==> src/rtl/mdio_pkg.sv <==
package mdio_pkg;

    localparam int PRE_BITS   = 32;
    localparam int HDR_BITS   = 16;
    localparam int DAT_BITS   = 16;
    localparam int FRAME_BITS = PRE_BITS + HDR_BITS + DAT_BITS;
    localparam int TA_IDX     = PRE_BITS + HDR_BITS - 2;
    localparam int DAT_IDX    = PRE_BITS + HDR_BITS;

    typedef enum logic [1:0] {
        OPC_WRITE = 2'b01,
        OPC_READ  = 2'b10
    } mdio_opc_e;

    typedef struct packed {
        logic        rd;
        logic [4:0]  phy;
        logic [4:0]  regad;
        logic [15:0] wdata;
    } mdio_req_t;

    function automatic logic [FRAME_BITS-1:0] build_frame(mdio_req_t r);
        logic [HDR_BITS-1:0] hdr;
        mdio_opc_e           opc;
        logic [1:0]          ta;
        logic [DAT_BITS-1:0] dat;
        opc = r.rd ? OPC_READ : OPC_WRITE;
        ta  = r.rd ? 2'b00 : 2'b10;
        dat = r.rd ? '0 : r.wdata;
        hdr = {2'b01, opc, r.phy, r.regad, ta};
        return {{PRE_BITS{1'b1}}, hdr, dat};
    endfunction

endpackage

==> src/rtl/mdio_clk_div.sv <==
module mdio_clk_div #(
    parameter int HALF_DIV = 50
) (
    input  logic clk,
    input  logic rst,
    input  logic run,
    output logic tick
);
    localparam int CW = (HALF_DIV > 1) ? $clog2(HALF_DIV) : 1;
    localparam logic [CW-1:0] LAST = CW'(HALF_DIV - 1);

    logic [CW-1:0] cnt_q;

    always_ff @(posedge clk) begin
        if (rst || !run) begin
            cnt_q <= '0;
        end else if (cnt_q == LAST) begin
            cnt_q <= '0;
        end else begin
            cnt_q <= cnt_q + 1'b1;
        end
    end

    assign tick = run && (cnt_q == LAST);

    generate
        if (HALF_DIV > 1) begin : g_spacing
            a_r7_tick_spacing: assert property (@(posedge clk) disable iff (rst)
                tick |=> !tick)
                else $error("a_r7_tick_spacing");
        end
    endgenerate

endmodule

==> src/rtl/mdio_frame_seq.sv <==
module mdio_frame_seq
    import mdio_pkg::*;
(
    input  logic        clk,
    input  logic        rst,
    input  logic        start,
    input  mdio_req_t   req,
    input  logic        tick,
    input  logic        mdi,
    output logic        run,
    output logic        mdc,
    output logic        mdo,
    output logic        mdo_oe,
    output logic        busy,
    output logic        done,
    output logic [15:0] rd_data
);
    localparam int IDX_W = $clog2(FRAME_BITS);
    localparam logic [IDX_W-1:0] LAST_IDX   = IDX_W'(FRAME_BITS - 1);
    localparam logic [IDX_W-1:0] PRE_TA_IDX = IDX_W'(TA_IDX - 1);
    localparam logic [IDX_W-1:0] FIRST_DAT  = IDX_W'(DAT_IDX);

    logic [FRAME_BITS-1:0] frame_q;
    logic [IDX_W-1:0]      bit_idx_q;
    logic                  busy_q, done_q, mdc_q, oe_q, rd_q;
    logic [DAT_BITS-1:0]   rx_q, rd_data_q;

    always_ff @(posedge clk) begin
        if (rst) begin
            frame_q   <= '0;
            bit_idx_q <= '0;
            busy_q    <= 1'b0;
            done_q    <= 1'b0;
            mdc_q     <= 1'b0;
            oe_q      <= 1'b0;
            rd_q      <= 1'b0;
            rx_q      <= '0;
            rd_data_q <= '0;
        end else begin
            done_q <= 1'b0;
            if (!busy_q) begin
                if (start) begin
                    busy_q    <= 1'b1;
                    frame_q   <= build_frame(req);
                    rd_q      <= req.rd;
                    bit_idx_q <= '0;
                    mdc_q     <= 1'b0;
                    oe_q      <= 1'b1;
                end
            end else if (tick) begin
                if (!mdc_q) begin
                    // end of low half: sample, then raise the clock
                    mdc_q <= 1'b1;
                    if (rd_q && bit_idx_q >= FIRST_DAT) begin
                        rx_q <= {rx_q[DAT_BITS-2:0], mdi};
                    end
                end else begin
                    mdc_q <= 1'b0;
                    if (bit_idx_q == LAST_IDX) begin
                        busy_q <= 1'b0;
                        done_q <= 1'b1;
                        oe_q   <= 1'b0;
                        if (rd_q) begin
                            rd_data_q <= rx_q;
                        end
                    end else begin
                        bit_idx_q <= bit_idx_q + 1'b1;
                        frame_q   <= {frame_q[FRAME_BITS-2:0], 1'b0};
                        if (rd_q && bit_idx_q == PRE_TA_IDX) begin
                            oe_q <= 1'b0;
                        end
                    end
                end
            end
        end
    end

    assign run     = busy_q;
    assign mdc     = mdc_q;
    assign mdo     = frame_q[FRAME_BITS-1];
    assign mdo_oe  = oe_q;
    assign busy    = busy_q;
    assign done    = done_q;
    assign rd_data = rd_data_q;

    a_r1_idle_quiet: assert property (@(posedge clk) disable iff (rst)
        !busy_q |-> (!mdc_q && !oe_q))
        else $error("a_r1_idle_quiet");

    a_r7_mdo_low_only: assert property (@(posedge clk) disable iff (rst)
        (mdc_q && $past(mdc_q)) |-> $stable(frame_q[FRAME_BITS-1]))
        else $error("a_r7_mdo_low_only");

    a_r5_read_released: assert property (@(posedge clk) disable iff (rst)
        (busy_q && rd_q && bit_idx_q >= IDX_W'(TA_IDX)) |-> !oe_q)
        else $error("a_r5_read_released");

    a_r8_done_closes: assert property (@(posedge clk) disable iff (rst)
        done_q |-> (!busy_q && !mdc_q && $past(busy_q)))
        else $error("a_r8_done_closes");

    a_r9_request_held: assert property (@(posedge clk) disable iff (rst)
        (busy_q && $past(busy_q)) |-> $stable(rd_q))
        else $error("a_r9_request_held");

endmodule

==> src/rtl/mdio_master.sv <==
module mdio_master
    import mdio_pkg::*;
#(
    parameter int HALF_DIV = 50
) (
    input  logic        clk,
    input  logic        rst,
    input  logic        start,
    input  logic        rd_nwr,
    input  logic [4:0]  phy_addr,
    input  logic [4:0]  reg_addr,
    input  logic [15:0] wr_data,
    output logic        busy,
    output logic        done,
    output logic [15:0] rd_data,
    output logic        mdc,
    output logic        mdio_o,
    output logic        mdio_oe,
    input  logic        mdio_i
);
    mdio_req_t req;
    logic      run, tick;

    assign req = '{rd: rd_nwr, phy: phy_addr, regad: reg_addr, wdata: wr_data};

    mdio_clk_div #(.HALF_DIV(HALF_DIV)) div_i (
        .clk  (clk),
        .rst  (rst),
        .run  (run),
        .tick (tick)
    );

    mdio_frame_seq seq_i (
        .clk     (clk),
        .rst     (rst),
        .start   (start),
        .req     (req),
        .tick    (tick),
        .mdi     (mdio_i),
        .run     (run),
        .mdc     (mdc),
        .mdo     (mdio_o),
        .mdo_oe  (mdio_oe),
        .busy    (busy),
        .done    (done),
        .rd_data (rd_data)
    );

endmodule

==> config.mk <==
export PLATFORM = sky130hd
export DESIGN_NAME = mdio_master
export DESIGN_NICKNAME = d
export VERILOG_FILES = /design/src/rtl/mdio_pkg.sv /design/src/rtl/mdio_clk_div.sv /design/src/rtl/mdio_frame_seq.sv /design/src/rtl/mdio_master.sv
export SDC_FILE = /design/constraint.sdc
export NUM_CORES = 1
export LEC_CHECK = 0
export ABC_AREA = 0
export CAP_MARGIN = 40
export CORE_MARGIN = 2
export CORE_UTILIZATION = 35
export DETAILED_ROUTE_END_ITERATION = 8
export SETUP_SLACK_MARGIN = 0.2
export SLEW_MARGIN = 15
export SYNTH_ARGS = -nofsm -noshare
export SYNTH_HDL_FRONTEND = slang
export SYNTH_SLANG_ARGS = --single-unit
==> constraint.sdc <==
create_clock -name clk -period 3 [get_ports clk]
set_input_delay 0.6 -clock clk [delete_from_list [all_inputs] [get_ports clk]]
set_output_delay 0.6 -clock clk [all_outputs]
set_load 0.02 [all_outputs]
==> flow_summary.toml <==
[sta]
worst_slew_pin_slew_ns = 0.811
slew_headroom_pct = 45.5
rsz0062_at_grt = "false"
max_freq_ghz = 0.406
skew_ns = 0.00989
finalCritPeriodShare_pct = 82.0
hold_violations = 0
finalSetupViolations = 0
slew_viol_final = 0
fin_crit_ns = 2.46
setup_tns_ns = 0

[worst_hold_path]
min_from = "seq_i.rx_q[15]"
min_path_type = "reg2reg"
whs_path_depth = 2
hold_end = "seq_i.rx_q[15]"

[clocking]
cts_resized = 0
cts_root_buf = "clkbuf_16"
cts_buffer_depth = 2
hold_buffers = 0
tritoncts = "done"
clk_pin_slew_ns = 0.05
htreeDepth = 4
insertion_delay_ns = 0.41
numCtsBuffers = 17
clock-sinks = 113
cts_setup_buffers = 0

[floorplan]
rows = 41
start_util_pct = 35.7
ioPinCount = 52
fp.dieW_um = 117
dieArea_mm2 = 0.0137
core_area_mm2 = 0.0125
die_h_um = 117

[worst_setup_path]
r2r_setup_slack_ns = 0.75
cp-end-kind = "output pin"
worstPathRequired_ns = 2.40
reg2reg_from = "div_i.cnt_q[2]"
path_cells = "buf_4 > clkdlybuf4s50_1"
critPathMaxStageDelay_ns = 0.69
start_kind = "flop"
worstSetupPathType = "reg2out"
path_max_fanout = 33
r2r_cells = 5
r2r_end = "seq_i.frame_q[30]"
cp_slowest_cell = "clkdlybuf4s50_1"
cp_data_arrival_time_ns = 1.86

[placement]
hpwlAfterDp_um = 5770
io_buffers = 51
gp_congestion = 0.751
dpl.cell_count = 634

[synth]
synth.avg_cell_area_um2 = 10.1
yosys.area.top_type = "dfxtp_1"
yosys_warnings = 0
synth.net_count = 478
ys_seq_elements = 113
yosysMostFrequentCell = "dfxtp_1"
seq_area_frac_synth_pct = 50.7
synth_area_leaders = "dfxtp_1, a211oi_1, o221a_1"
synth_area_mm2 = 0.00446
syn_inst = 443
synth_cell_types = 39
async_reset_ff_share_pct = 0
synth_edf_count = 0
synth-main-ff-cell = "dfxtp_1"
synth_top_area_share_pct = 50.7
synth.top_cells.by_count = "dfxtp_1, a211oi_1, nand2_1"

[routing]
antenna_left = 0
drc = 0
vias_per_cell = 5.35
wl_um = 9550
dr.pass1.iters = 4
vias = 3560
wl_per_cell_um = 14.3
drt-initial-drc-count = 234

[power]
vdd_drop_max_mv = 0.305
power_density_mw_per_mm2 = 686
p_leak_nw = 1.93

[global_routing]
grt_use_met3_pct = 5.30
grtUsageTotal_pct = 14.6
overflow = 0
grt_busiest_layer = "met2"
grt_util_met1_pct = 17.3
grt_max_degree = 41
antenna_found_initial = 0
grt_pass1_vias = 3396
grt_pass1_wl_um = 15700
grt_use_met2_pct = 23.9

[run_status]
status = "complete, no violations"

[final_layout]
drive_gt1_share_pct = 10.3
areaGrowthSynthToFinish_pct = 27.8
n_fill_cell = 1232
fin_nets = 516
multi_input_area_mm2 = 0.00200
register_area_mm2 = 0.00226
diodes = 0
final_cells = 666
final_util_pct = 45.6

[job]
max_cap_viol_count = 0
-- critical path: cells and delay by family, from the launching register on --
family / cells / cell delay (ns)
buf+inv: 2 / 1.08
flops: 1 / 0.36
-- stage by stage --
| step | hold WS [ns] | instance area (um^2) | setup slack [ns] | total power, mW |
|---|---|---|---|---|
| 5_1_grt | 0.491 | 5710 | 0.433 | 4.06 |
| 3_3_place_gp | 0.449 | 5090 | 0.729 | 1.88 |
| 6_report | 0.465 | 5710 | 0.540 | 3.92 |
| 2_1_floorplan | 0.433 | 4460 | 1.01 | 1.80 |
| 3_5_place_dp | 0.454 | 5090 | 0.668 | 1.89 |
| 4_1_cts | 0.463 | 5710 | 0.506 | 3.96 |
-- sequential cells by signal, summed over array words and instances (netlist names), 6 cells and up --
signal / flops
div_i.cnt_q: 6
seq_i.frame_q: 64
seq_i.rx_q: 16
seq_i.rd_data: 16
seq_i.bit_idx_q: 6
-- layer usage --
| metal | part of all wire (%) | up-vias | wire, um |
|---|---|---|---|
| li1 | - | 1757 | - |
| met1 | 46 | 1727 | 4380 |
| met2 | 49 | 63 | 4640 |
| met3 | 4.4 | 13 | 418 |
| met4 | 1.2 | 0 | 118 |
| met5 | 0 | - | 0 |
-- power breakdown --
group	internal (mW)	switching [mW]	total (mW)
Sequential	1.57	0.0396	1.61
Combinational	0.124	0.121	0.245
Clock	1.40	0.656	2.06
-- placed cells by master (no fill, tap or decap), types with 10 or more instances in the layout --
master	netlist	final
dfxtp_1	113	113
a211oi_1	58	58
clkdlybuf4s50_1	0	50
nand2_1	42	42
o221a_1	30	30
mux2i_1	28	28
nor2_1	29	28
a21oi_1	24	24
clkbuf_16	0	17
a22oi_1	15	15
buf_4	1	13
nand3_1	10	10
-- layout make-up --
class,instances,share of cell area [%]
clock buffer,21,7.89
timing repair buffer,64,10.6
tap,172,3.77
inverter,4,0.263
clock inverter,11,2.83
sequential,113,39.6
multi-input combinational,281,35.0
-- worst max-delay path by stage --
| stage | from | to | cells past startpoint |
|---|---|---|---|
| 3_3_place_gp | start | seq_i.frame_q[21] | 5 |
| 6_report | seq_i.busy | busy | 2 |
| 5_1_grt | seq_i.busy | busy | 2 |
| 3_5_place_dp | start | seq_i.frame_q[21] | 5 |
| 4_1_cts | seq_i.busy | busy | 2 |
| 2_1_floorplan | seq_i.busy | seq_i.rd_data[0] | 6 |
-- kinds of logic (layout without fill, tap and decap cells) --
family | Yosys count | in the layout | share of synthesized area (%)
buf+inv | 49 | 100 | 4.82
flops | 113 | 113 | 50.7
compound gates | 145 | 145 | 25.8
xor+xnor | 4 | 4 | 0.785
mux | 28 | 28 | 6.28
simple gates | 100 | 100 | 10.6
fa+ha+maj | 4 | 4 | 1.12
Power figures use the tool's default switching activity.
